[src/rtl/pinsense_pkg.sv]
package pinsense_pkg;

    // Register byte offsets decoded by the bus path
    localparam logic [31:0] STATUS_OFS = 32'h0000_0010;
    localparam logic [31:0] SENSE_OFS  = 32'h0000_0014;

    // Per-pin sense selection, value is the field encoding
    typedef enum logic [1:0] {
        SENSE_LOW  = 2'd0,
        SENSE_FALL = 2'd1,
        SENSE_RISE = 2'd2,
        SENSE_ANY  = 2'd3
    } sense_t;

    // Per-pin pending state
    typedef enum logic {
        ST_IDLE = 1'b0,
        ST_PEND = 1'b1
    } pend_state_t;

endpackage

[src/rtl/pinsense_sync.sv]
module pinsense_sync #(
    parameter int   WIDTH   = 8,
    parameter int   STAGES  = 2,
    parameter logic RST_BIT = 1'b1
) (
    input  logic             clk,
    input  logic             rst_n,
    input  logic [WIDTH-1:0] async_in,
    output logic [WIDTH-1:0] sync_out
);
    localparam logic [WIDTH-1:0] RST_VEC = {WIDTH{RST_BIT}};

    logic [WIDTH-1:0] stage_q [STAGES];

    genvar s;
    generate
        for (s = 0; s < STAGES; s++) begin : g_stage
            if (s == 0) begin : g_first
                always_ff @(posedge clk or negedge rst_n) begin
                    if (!rst_n) stage_q[0] <= RST_VEC;
                    else        stage_q[0] <= async_in;
                end
            end else begin : g_next
                always_ff @(posedge clk or negedge rst_n) begin
                    if (!rst_n) stage_q[s] <= RST_VEC;
                    else        stage_q[s] <= stage_q[s-1];
                end
            end
        end
    endgenerate

    assign sync_out = stage_q[STAGES-1];
endmodule

[src/rtl/pinsense_detect.sv]
module pinsense_detect
    import pinsense_pkg::*;
#(
    parameter logic IDLE_LVL = 1'b1
) (
    input  logic   clk,
    input  logic   rst_n,
    input  logic   pin_s,
    input  sense_t mode,
    input  logic   clr,
    output logic   req
);
    logic        prev_q;
    logic        rise;
    logic        fall;
    logic        hit;
    pend_state_t state_q;
    pend_state_t state_d;

    // Previous synchronised level for edge detection
    always_ff @(posedge clk or negedge rst_n) begin
        if (!rst_n) prev_q <= IDLE_LVL;
        else        prev_q <= pin_s;
    end

    assign rise = pin_s & ~prev_q;
    assign fall = ~pin_s & prev_q;

    always_comb begin
        unique case (mode)
            SENSE_LOW:  hit = ~pin_s;
            SENSE_FALL: hit = fall;
            SENSE_RISE: hit = rise;
            SENSE_ANY:  hit = rise | fall;
        endcase
    end

    // State register
    always_ff @(posedge clk or negedge rst_n) begin
        if (!rst_n) state_q <= ST_IDLE;
        else        state_q <= state_d;
    end

    // Next state: capture on event, release on clear unless an event collides
    always_comb begin
        state_d = state_q;
        unique case (state_q)
            ST_IDLE: if (hit)         state_d = ST_PEND;
            ST_PEND: if (clr && !hit) state_d = ST_IDLE;
        endcase
    end

    // Outputs
    always_comb begin
        req = (state_q == ST_PEND);
    end
endmodule

[src/rtl/pinsense_regs.sv]
module pinsense_regs
    import pinsense_pkg::*;
#(
    parameter int NUM_PINS = 8,
    parameter int ADDR_W   = 8,
    parameter int DATA_W   = 32,
    localparam int FIELD_W = 2 * NUM_PINS
) (
    input  logic                clk,
    input  logic                rst_n,
    input  logic [ADDR_W-1:0]   addr,
    input  logic                wr_en,
    input  logic [DATA_W-1:0]   wdata,
    input  logic [NUM_PINS-1:0] status,
    output logic [FIELD_W-1:0]  sense_vec,
    output logic [NUM_PINS-1:0] clr,
    output logic [DATA_W-1:0]   rdata
);
    localparam logic [ADDR_W-1:0] A_STATUS = ADDR_W'(STATUS_OFS);
    localparam logic [ADDR_W-1:0] A_SENSE  = ADDR_W'(SENSE_OFS);

    logic                hit_status;
    logic                hit_sense;
    logic [FIELD_W-1:0]  sense_q;

    assign hit_status = (addr == A_STATUS);
    assign hit_sense  = (addr == A_SENSE);

    always_ff @(posedge clk or negedge rst_n) begin
        if (!rst_n)                  sense_q <= '0;
        else if (wr_en && hit_sense) sense_q <= wdata[FIELD_W-1:0];
    end

    assign sense_vec = sense_q;

    // Zero-written bits request a clear
    assign clr = (wr_en && hit_status) ? ~wdata[NUM_PINS-1:0] : '0;

    always_comb begin
        rdata = '0;
        if (hit_status)     rdata[NUM_PINS-1:0] = status;
        else if (hit_sense) rdata[FIELD_W-1:0]  = sense_q;
    end

    generate
        if (FIELD_W < DATA_W) begin : g_spare
            logic unused_wdata_hi;
            assign unused_wdata_hi = ^wdata[DATA_W-1:FIELD_W];
        end
    endgenerate
endmodule

[src/rtl/pinsense_unit.sv]
module pinsense_unit
    import pinsense_pkg::*;
#(
    parameter int NUM_PINS    = 8,
    parameter int ADDR_W      = 8,
    parameter int DATA_W      = 32,
    parameter int SYNC_STAGES = 2
) (
    input  logic                clk,
    input  logic                rst_n,
    input  logic [NUM_PINS-1:0] pin_in,
    input  logic                nmi_in,
    input  logic [ADDR_W-1:0]   reg_addr,
    input  logic                reg_wr_en,
    input  logic [DATA_W-1:0]   reg_wdata,
    output logic [DATA_W-1:0]   reg_rdata,
    output logic [NUM_PINS-1:0] irq_req,
    output logic                nmi_req
);
    localparam int FIELD_W = 2 * NUM_PINS;

    logic [NUM_PINS-1:0] pin_s;
    logic [NUM_PINS-1:0] clr;
    logic [FIELD_W-1:0]  sense_vec;
    logic [NUM_PINS-1:0] req;

    pinsense_sync #(.WIDTH(NUM_PINS), .STAGES(SYNC_STAGES), .RST_BIT(1'b1)) u_pin_sync (
        .clk(clk), .rst_n(rst_n), .async_in(pin_in), .sync_out(pin_s)
    );

    pinsense_sync #(.WIDTH(1), .STAGES(SYNC_STAGES), .RST_BIT(1'b0)) u_nmi_sync (
        .clk(clk), .rst_n(rst_n), .async_in(nmi_in), .sync_out(nmi_req)
    );

    pinsense_regs #(.NUM_PINS(NUM_PINS), .ADDR_W(ADDR_W), .DATA_W(DATA_W)) u_regs (
        .clk(clk), .rst_n(rst_n), .addr(reg_addr), .wr_en(reg_wr_en), .wdata(reg_wdata),
        .status(req), .sense_vec(sense_vec), .clr(clr), .rdata(reg_rdata)
    );

    genvar i;
    generate
        for (i = 0; i < NUM_PINS; i++) begin : g_pin
            pinsense_detect #(.IDLE_LVL(1'b1)) u_det (
                .clk(clk), .rst_n(rst_n), .pin_s(pin_s[i]),
                .mode(sense_t'(sense_vec[2*i +: 2])), .clr(clr[i]), .req(req[i])
            );
        end
    endgenerate

    assign irq_req = req;
endmodule

[config.mk]
export PLATFORM = sky130hd
export DESIGN_NAME = pinsense_unit
export DESIGN_NICKNAME = d
export VERILOG_FILES = /design/src/rtl/pinsense_pkg.sv /design/src/rtl/pinsense_sync.sv /design/src/rtl/pinsense_detect.sv /design/src/rtl/pinsense_regs.sv /design/src/rtl/pinsense_unit.sv
export SDC_FILE = /design/constraint.sdc
export NUM_CORES = 1
export LEC_CHECK = 0
export BUFFER_PORTS_ARGS = -buffer_cell sky130_fd_sc_hd__buf_2
export CAP_MARGIN = 20
export CORE_ASPECT_RATIO = 1.5
export CORE_MARGIN = 2
export CORE_UTILIZATION = 53
export CTS_CLUSTER_SIZE = 30
export DETAILED_ROUTE_END_ITERATION = 8
export GPL_TIMING_DRIVEN = 1
export PLACE_DENSITY = 0.85
export SLEW_MARGIN = 20
export SYNTH_ARGS = -nofsm -noshare
export SYNTH_HDL_FRONTEND = slang
export SYNTH_SLANG_ARGS = --single-unit
[constraint.sdc]
create_clock -name clk -period 3 [get_ports clk]
set_input_delay 0 -clock clk [delete_from_list [all_inputs] [get_ports clk]]
set_output_delay 0 -clock clk [all_outputs]
set_load 0.02 [all_outputs]
# Word-level counts from Yosys, hierarchy flattened
# Index checks and enable logic that the tools add are counted.
word_totals:
  inputBits: 52
  output_inout_bits: 41
  ff_bits: 50
  wordCells: 158
op_classes:
  n_eq_ne: 26
  n_mux: 36
  reduce_logical: 26
  bitwise: 49
op_table:
  columns: ["operator", "count"]
  rows:
  - ["$eq 2x2->1 const B", 16]
  - ["$pmux 1 s4", 8]
  - ["$mux 8", 3]
  - ["$not 1->1", 24]
  - ["$and 1x1->1", 16]
  - ["$eq 2x1->1 const B", 8]
  - ["$eq 8x5->1 const B", 2]
  - ["$logic_not 2->1", 8]
  - ["$mux 1", 16]
  - ["$mux 16", 1]
  - ["$pmux 1 s2", 8]
  - ["$logic_and 1x1->1", 10]
  - ["$logic_not 1->1", 8]
  - ["$not 8->8", 1]
  - ["$or 1x1->1", 8]

# Longest topological paths before layout
# Gate-level depths: netlist of run 1.
logic_depth:
  ltp_word: 8
  depth_mapped: 6
  mapped_depth_nobuf: 5

# Cells and area by module
# From an unflattened synthesis of run 1, not the netlist that was laid out.
hier_totals:
  hier_cells: 204
  hier_area_um2: 2547.4
modules_own_cells:
  columns: ["module", "area_each_um2", "cells_per_inst", "instances", "seq_area_each_um2"]
  rows:
  - ["pinsense_regs", 1026.0, 90, 1, 400.4]
  - ["pinsense_detect", 123.9, 11, 8, 51.3]
  - ["pinsense_sync (u_pin_sync)", 480.5, 24, 1, 420.4]
  - ["pinsense_sync (u_nmi_sync)", 50.0, 2, 1, 50.0]

# Worst setup path after synthesis of run 1
# Ideal clock, no wire load.
synth_timing:
  kind: "in2reg"
  start: "in reg_addr[7]"
  end: "reg u_regs.sense_q[10] (netlist: u_regs.sense_vec[10])"
  required_time_ns: 2.875
  arrival_time_ns: 1.580
  setup_ns: 0.125
  n_path_buf: 2
  path_slack_ns: 1.295
  path_stages: 5
  path_cell_list: "or4b_1 > or4_1 > buf_6 > buf_8 > mux2_4"
synth_via:
  elab_chain_cells: 2
synth_lines:
  columns: ["item", "line", "source"]
  rows:
  - ["start: declaration", "pinsense_unit.sv:13", "input logic [ADDR_W-1:0] reg_addr,"]
  - ["$eq 8x5->1", "pinsense_regs.sv:27", "assign hit_sense = (addr == A_SENSE);"]
  - ["$logic_and 1x1->1", "pinsense_regs.sv:31", "else if (wr_en && hit_sense) sense_q <= wdata[FIELD_W-1:0];"]
  - ["end signal: assignment", "pinsense_regs.sv:31", null]
  - ["end: declaration", "pinsense_regs.sv:24", "logic [FIELD_W-1:0] sense_q;"]
# Every way passes these cells.
# A chain may end at the register's enable or synchronous reset.

# Worst setup path after layout of run 1
layout_timing:
  start: "in reg_addr[7]"
  end: "reg u_regs.sense_q[12] (netlist: u_regs.sense_vec[12])"
# The elaborated chain is that of the path after synthesis.

==> impl_metrics.tcl, run 1 <==
set metrics [dict create \
    outcome "finished, final reports clean" \
    numCtsBuffers 5 \
    synth_common_cells "34 x inv_1, 26 x dfrtp_1, 24 x buf_4, 24 x dfstp_2, 16 x ha_1" \
    grt_max_degree 51 \
    ios 93 \
    portBuffers 60 \
    core-area_um2 4580 \
    routed_wl_um 4750 \
    p_clk_share_pct 28.8 \
    finalPower_mw 1.24 \
    grt_pass1_wl_um 7620 \
    worstMarginPinSlew_ps 595 \
    first_iter_violations 44 \
    ys.flop_type "dfrtp_1" \
    path_cells "buf_2 -> or4b_1 -> or4_1 -> buf_4 -> mux2_4" \
    dpl.hpwl_um 3240 \
    fmax_mhz 570 \
    finalSetupTns_ps 0 \
    drv_slew 0 \
    cp.required_ps 3180 \
    dr.pass1.iters 4 \
    num_rows 30 \
    fillers 390 \
    setup_violations 0 \
    first_global_vias 1749 \
    cts.reportedPaths.clkPinSlew_ps 80 \
    fin_crit_ps 1750 \
    fin_ws_ps 1250 \
    fin_crit_sh_pct 58.5 \
    cts-root-buf "clkbuf_8" \
    yosys.area.top_type "dfrtp_1" \
    synth-async-reset-ratio_pct 100 \
    synth_cells 211 \
    p_int_uw 952 \
    cts.sinks 50 \
    place.gp.congestion 0.721 \
    netSwitchingFraction_pct 23.5 \
    cp-start-kind "primary input" \
    grt-ovfl-total 0 \
    power_frac_comb_pct 12.0 \
    maxCapViolations 0 \
    die_w_um 60.5 \
    num_vias 1709 \
    cts_buffer_depth 2 \
    nets 356 \
    fp.dieH_um 88.8 \
    p_seq_share_pct 59.2 \
    cts_setup_buffers 0 \
    cts_tree "done" \
    place_ws_ps 944 \
    start_util_pct 55.5 \
    synth_top_area_share_pct 25.6 \
    synth-seq-cells 50 \
    criticalPathCategory "in2reg" \
    clock_latency_ps 300 \
    crit_buf_inv 2 \
    max_stage_delay_ps 740 \
    path_delay_family "simple AND/OR/NAND/NOR gates" \
    rsz0062_at_grt "no" \
    cts_resized 0 \
    whs_ps 251 \
    yosysSeqAreaShare_pct 50.4 \
    drive_gt1_share_pct 38.5 \
    wl_per_cell_um 13.5 \
    cp_max_fo 16 \
    leakagePower_nw 1.63 \
    synth.most_common_cell "inv_1" \
    grt_use_total_pct 19.3 \
    vdd_drop_max_mv 0.328 \
    avgSynthCellArea_um2 12.0 \
    arrival_ps 1940 \
    relSlewSlack_pct 60.3 \
    synth_edf_count 0 \
    hold_viol_final 0 \
    grt_antenna_before_repair 0 \
    vias_per_cell 4.86 \
    drc 0 \
    powerDensity_nw_per_um2 402 \
    yosysWarnings 0 \
    htreeDepth 2 \
    cp_slowest_cell "or4b_1" \
    ys_types 26 \
    diodes 0 \
    yosys-top-cells-area "dfrtp_1 26%, dfstp_2 25%, ha_1 7.9%" \
    ant_nets 0 \
    die_area_um2 5380 \
    min_path_type "in2async" \
    synth_area_um2 2540 \
    syn2layout_area_growth_pct 21.8 \
    finClkSkew_ps 5.38 \
    switching_power_uw 292 \
    cp-end-kind "flop" \
]
-- per-layer routing --
layer	routed length, um	vias to the layer above	GRT usage (%)
met5	0	-	0
li1	-	807	-
met4	59	0	5.34
met1	1810	843	20.8
met3	200	5	3.80
met2	2680	54	37.1
-- worst paths after layout --
| check | from | end | slack (ps) | cells after the start |
|---|---|---|---|---|
| min in group clk | reg_wr_en | g_pin[4].u_det.req | 310 | 4 |
| max in group asynchronous | rst_n | g_pin[0].u_det.req | 2360 | 2 |
| min | rst_n | u_regs.sense_vec[10] | 250 | 2 |
| max | reg_addr[7] | u_regs.sense_vec[12] | 1250 | 5 |
| min reg2reg | u_nmi_sync.stage_q[1] | u_nmi_sync.sync_out | 350 | 0 |
| max reg2reg | g_pin[3].u_det.prev_q | g_pin[3].u_det.req | 1500 | 4 |
-- layout make-up --
| class | count | area (um2) | area share (%) |
|---|---|---|---|
| Sequential cell | 50 | 1280 | 41.4 |
| Multi-Input combinational cell | 110 | 958 | 31.0 |
| Timing Repair Buffer | 87 | 571 | 18.4 |
| Inverter | 34 | 128 | 4.12 |
| Tap cell | 64 | 80.1 | 2.59 |
| Clock buffer | 7 | 76.3 | 2.47 |
-- kinds of logic (layout without fill, tap and decap cells) --
logic type	after synthesis	in the layout	synth area share, %
buffers and inverters	66	128	14.1
AOI/OAI and AO/OA	12	12	3.35
other	1	16	0.148
DFF	50	50	50.4
adders and majority gates	16	16	7.88
and+or+nand+nor	34	34	7.29
muxes	32	32	16.8
-- placed cells by master (no fill, tap or decap), drive strengths merged --
cell	synthesis	final
or4b	1	1
o211ai	4	4
or3	1	1
o221ai	4	4
mux4	4	4
nor2	9	9
nand2b	1	1
o21ai	4	4
dfstp	24	24
nand2	4	4
or4	1	1
mux2	16	16
conb	1	16
mux2i	12	12
or2	1	1
nor4	8	8
and3	8	8
clkbuf	5	7
inv	34	34
dfrtp	26	26
ha	16	16
buf	27	61
dlygate4sd3	0	26
-- sequential cells by signal, indices dropped and copies added, names as in the netlist --
signal	count
g_pin.u_det.req	8
u_pin_sync.stage_q	8
u_pin_sync.sync_out	8
u_nmi_sync.stage_q	1
g_pin.u_det.prev_q	8
u_regs.sense_vec	16
u_nmi_sync.sync_out	1
-- power by group through the flow --
stage               registers [mW]  logic, mW  clock network, mW
finish                       0.737      0.149              0.358
global placement             0.747      0.117                  0
detailed placement           0.749      0.123                  0
global route                 0.742      0.166              0.391
CTS                          0.737      0.150              0.372
floorplan                    0.744     0.0908                  0
-- metrics by stage --
| stage | util (%) | area (um2) | cells |
|---|---|---|---|
| after global routing | 67.6 | 3090 | 352 |
| after global placement | 60.2 | 2760 | 319 |
| after CTS | 67.5 | 3090 | 352 |
| after floorplan | - | 2600 | 226 |
| after detailed placement | 60.2 | 2760 | 319 |
| final | 67.6 | 3090 | 352 |
-- what timing repair did --
| action | CTS | global route |
|---|---|---|
| hold buffers | 26 | 0 |
| hold endpoints to repair | 52 | 0 |
| endpoints found under the setup margin | 0 | 0 |
Note: power is estimated with default switching activity, not from simulation.
==> inputs of run 2 (changes only) <==
--- a/config.mk
+++ b/config.mk
@@ -9,11 +9,11 @@
 export CAP_MARGIN = 20
 export CORE_ASPECT_RATIO = 1.5
 export CORE_MARGIN = 2
-export CORE_UTILIZATION = 53
+export CORE_UTILIZATION = 45
 export CTS_CLUSTER_SIZE = 30
 export DETAILED_ROUTE_END_ITERATION = 8
 export GPL_TIMING_DRIVEN = 1
-export PLACE_DENSITY = 0.85
+export PLACE_DENSITY = 0.77
 export SLEW_MARGIN = 20
 export SYNTH_ARGS = -nofsm -noshare
 export SYNTH_HDL_FRONTEND = slang
==> constraint.sdc (replaced) <==
create_clock -name clk -period 1.6 [get_ports clk]
set_input_delay 0 -clock clk [delete_from_list [all_inputs] [get_ports clk]]
set_output_delay 0 -clock clk [all_outputs]
set_load 0.02 [all_outputs]
==> impl_metrics.tcl, run 2 (same netlist as run 1, synthesis figures left out) <==
set metrics [dict create \
    powerDensity_nw_per_um2 759 \
    grt_pass1_wl_um 7850 \
    cp.required_ps 1780 \
    grt-ovfl-total 0 \
    nets 361 \
    cp-start-kind "primary input" \
    cp_max_fo 16 \
    cp-end-kind "flop" \
    cts-root-buf "clkbuf_8" \
    place_area_um2 2810 \
    cts.sinks 50 \
    cts_buffer_depth 2 \
    finalSetupTns_ps 0 \
    numCtsBuffers 5 \
    routed_wl_um 4780 \
    portBuffers 60 \
    criticalPathCategory "in2reg" \
    whs_ps 213 \
    num_rows 33 \
    grt_use_total_pct 16.3 \
    layout.cells.most_common "buf_2" \
    setup_violations 0 \
    cp_slowest_cell "or4b_1" \
    first_global_vias 1723 \
    syn2layout_area_growth_pct 24.6 \
    startpoint "reg_addr[7]" \
    p_clk_share_pct 30.5 \
    grt_max_degree 30 \
    netSwitchingFraction_pct 23.4 \
    vias_per_cell 4.75 \
    die_w_um 65.4 \
    place_inst 330 \
    fin_cells 364 \
    max_stage_delay_ps 540 \
    start_util_pct 46.6 \
    cts_setup_buffers 0 \
    fin_ws_ps 99.3 \
    power_frac_comb_pct 12.0 \
    maxCapViolations 0 \
    clock_latency_ps 290 \
    cts_tree "done" \
    largest_reg_flops 16 \
    place.gp.congestion 0.780 \
    fin_crit_ps 1500 \
    finClkSkew_ps 2.29 \
    worstMarginPinSlew_ps 528 \
    dpl.hpwl_um 3510 \
    outcome "finished, final reports clean" \
    wl_per_cell_um 13.1 \
    dr.pass1.iters 3 \
    num_vias 1730 \
    htreeDepth 2 \
    relSlewSlack_pct 64.8 \
    fmax_mhz 666 \
    switching_power_uw 563 \
    finalPower_mw 2.40 \
    cts.reportedPaths.clkPinSlew_ps 80 \
    fp.dieH_um 96.0 \
    die_area_um2 6280 \
    rsz0062_at_grt "no" \
    core-area_um2 5450 \
    drive_gt1_share_pct 40.1 \
    vdd_drop_max_mv 0.722 \
    p_int_mw 1.84 \
    fin_util_pct 58.1 \
    path_cells "buf_2 -> or4b_1 -> or4_1 -> buf_4 -> mux2_4" \
    drv_slew 0 \
    drc 0 \
    p_seq_share_pct 57.5 \
    diodes 0 \
    hold_viol_final 0 \
    ant_nets 0 \
    timing.rr.start "g_pin[7].u_det.prev_q" \
    grt_antenna_before_repair 0 \
    fin_crit_sh_pct 93.8 \
    arrival_ps 1680 \
    ios 93 \
    final_cell_area_um2 3170 \
    first_iter_violations 44 \
    leakagePower_nw 1.67 \
    layout_common_cells "60 x buf_2, 34 x inv_1, 26 x dfrtp_1, 26 x dlygate4sd3_1, 24 x dfstp_2" \
    place_ws_ps -188 \
    min_path_type "in2async" \
]
[run 2: changes by cell type in the layout (fill, tap and decap cells not counted), sizes merged]
cell,before,now
buf,61,66
clkinv,0,1
[run 2: area by class of cell]
class                   instances  area, um2
flip-flops and latches         50       1280
clock inverters                 1       5.00
well taps                      70       87.6
inverters                      34        128
multi-input cells             110        961
repair buffers                 92        618
fillers                       490       2280
clock buffers                   7       86.3
[run 2: worst paths after layout]
path	slack, ps	cells after the start	endpoint
max in group asynchronous	790	3	g_pin[3].u_det.prev_q
max	100	5	u_regs.sense_vec[9]
max reg2reg	120	4	g_pin[7].u_det.req
min	210	2	g_pin[5].u_det.req
min reg2reg	360	0	u_pin_sync.sync_out[7]
min in group clk	290	5	g_pin[3].u_det.req
[run 2: layer usage]
layer | up-vias | GRT usage (%) | routed length, um
met2 | 60 | 29.9 | 2570
met1 | 839 | 19.2 | 1890
met4 | 0 | 4.69 | 98
met3 | 8 | 3.27 | 210
li1 | 823 | - | -
met5 | - | 0 | 0
[run 2: power by group through the flow]
stage | logic, mW | registers, mW | clock network, mW
CTS | 0.292 | 1.38 | 0.757
finish | 0.288 | 1.38 | 0.732
global placement | 0.233 | 1.40 | 0
detailed placement | 0.243 | 1.41 | 0
global route | 0.323 | 1.39 | 0.804
floorplan | 0.170 | 1.39 | 0
[run 2: worst max-delay path: cells and delay by family]
kind | cells | cell delay (ps)
buffers and inverters | 2 | 340
muxes | 1 | 320
and+or+nand+nor | 2 | 1020
[run 2: what timing repair did]
| action | 4_1_cts | 5_1_grt |
|---|---|---|
| endpoints found under the hold margin | 37 | 0 |
| hold buffers | 26 | 0 |
| resized for setup | 0 | 1 |
| endpoints found under the setup margin | 0 | 4 |
==> inputs of run 3 (changes only) <==
--- a/config.mk
+++ b/config.mk
@@ -13,7 +13,7 @@
 export CTS_CLUSTER_SIZE = 30
 export DETAILED_ROUTE_END_ITERATION = 8
 export GPL_TIMING_DRIVEN = 1
-export PLACE_DENSITY = 0.77
+export PLACE_DENSITY_LB_ADDON = 0.15
 export SLEW_MARGIN = 20
 export SYNTH_ARGS = -nofsm -noshare
 export SYNTH_HDL_FRONTEND = slang
==> impl_metrics.tcl, run 3 (same netlist as run 1, synthesis figures left out) <==
set metrics [dict create \
    switching_power_uw 585 \
    drive_gt1_share_pct 40.7 \
    htreeDepth 2 \
    finalPower_mw 2.54 \
    die_w_um 65.4 \
    cts_setup_buffers 0 \
    cts.sinks 50 \
    dr.pass1.iters 4 \
    fin_crit_ps 1480 \
    netSwitchingFraction_pct 23.1 \
    p_seq_share_pct 54.5 \
    fmax_mhz 674 \
    powerDensity_nw_per_um2 795 \
    fillers 489 \
    place.gp.congestion 0.700 \
    timing.rr.start "g_pin[7].u_det.prev_q" \
    power_frac_comb_pct 11.3 \
    diodes 0 \
    layout.cells.most_common "buf_2" \
    numCtsBuffers 5 \
    first_iter_violations 47 \
    largest_reg_flops 16 \
    hold_viol_final 0 \
    nets 362 \
    grt_use_total_pct 16.4 \
    fin_util_pct 58.6 \
    die_area_um2 6280 \
    num_rows 33 \
    cts_buffer_depth 2 \
    ant_nets 0 \
    arrival_ps 1670 \
    finClkSkew_ps 9.40 \
    grt_max_degree 51 \
    vias_per_cell 4.70 \
    layout_common_cells "60 x buf_2, 34 x inv_1, 26 x dfrtp_1, 26 x dlygate4sd3_1, 24 x dfstp_2" \
    outcome "finished, final reports clean" \
    criticalPathCategory "in2reg" \
    grt-ovfl-total 0 \
    maxCapViolations 0 \
    clock_latency_ps 300 \
    min_path_type "in2async" \
    drc 0 \
    grt_pass1_wl_um 7650 \
    leakagePower_nw 1.68 \
    routed_wl_um 4800 \
    rr_endpoint "g_pin[7].u_det.req" \
    rsz0062_at_grt "no" \
    grt_antenna_before_repair 0 \
    cp_max_fo 8 \
    cts_tree "done" \
    core-area_um2 5450 \
    cp.required_ps 1780 \
    setup_violations 0 \
    fin_crit_sh_pct 92.7 \
    fin_cells 365 \
    vdd_drop_max_mv 0.589 \
    p_int_mw 1.95 \
    r2r_setup_slack_ps 130 \
    first_global_vias 1673 \
    portBuffers 60 \
    wl_per_cell_um 13.1 \
    cts.reportedPaths.clkPinSlew_ps 100 \
    place_inst 331 \
    fp.dieH_um 96.0 \
    worst_r2r_path_depth 4 \
    cts-root-buf "clkbuf_8" \
    place_ws_ps -189 \
    num_vias 1715 \
    start_util_pct 46.6 \
    cp-start-kind "primary input" \
    ios 93 \
    drv_slew 0 \
    syn2layout_area_growth_pct 25.6 \
    whs_ps 201 \
    dpl.hpwl_um 3330 \
    critPathCapture "u_regs.sense_vec[12]" \
    p_clk_share_pct 34.2 \
    cp-end-kind "flop" \
    startpoint "reg_addr[7]" \
    fin_ws_ps 117 \
]
==> run 3: per-stage QoR <==
stage | instance area [um2] | setup TNS, ps
6_report | 3190 | 0
5_1_grt | 3190 | 0
4_1_cts | 3190 | 0
3_5_place_dp | 2820 | -2760
3_3_place_gp | 2820 | -2510
2_1_floorplan | 2600 | -1050
==> run 3: worst min path at each step <==
stage                                to  slack (ps)  cells past startpoint
finish               g_pin[0].u_det.req         200                      3
global route         g_pin[0].u_det.req         230                      3
CTS                 u_regs.sense_vec[0]         210                      3
detailed placement  u_regs.sense_vec[0]           9                      2
global placement     g_pin[7].u_det.req           8                      2
floorplan            g_pin[0].u_det.req        -300                      0
==> run 3: cell type report <==
class	instances	area, um2	share of cell area, %
repair buffers	93	626	19.6
well taps	70	87.6	2.74
flip-flops and latches	50	1280	40.1
clock buffers	5	68.8	2.16
multi-input cells	110	961	30.1
clock inverters	3	40.0	1.25
inverters	34	128	4.00
==> run 3: critical path: stages <==
cell    delay, ps
buf_2          90
or4b_1        540
or4_1         510
buf_4         210
mux2_4        300
==> run 3: repair_timing <==
item | in CTS | in global routing
gates resized for setup | 0 | 1
endpoints found under the hold margin | 78 | 0
hold buffers | 26 | 0
setup endpoints to repair | 0 | 7
==> run 3: per-layer routing <==
metal / global-route usage (%) / up-vias / part of all wire [%]
met4: 6.42 / 0 / 1.6
met1: 19.4 / 829 / 41
met5: 0 / - / 0
li1: - / 824 / -
met3: 2.92 / 6 / 4.9
met2: 29.3 / 56 / 52
==> run 3: power by group through the flow <==
| stage | Sequential (mW) | Clock (mW) | Combinational, mW |
|---|---|---|---|
| after floorplan | 1.39 | 0 | 0.170 |
| after global placement | 1.40 | 0 | 0.237 |
| after detailed placement | 1.41 | 0 | 0.242 |
| after CTS | 1.38 | 0.904 | 0.292 |
| after global routing | 1.39 | 0.951 | 0.322 |
| final | 1.38 | 0.867 | 0.288 |
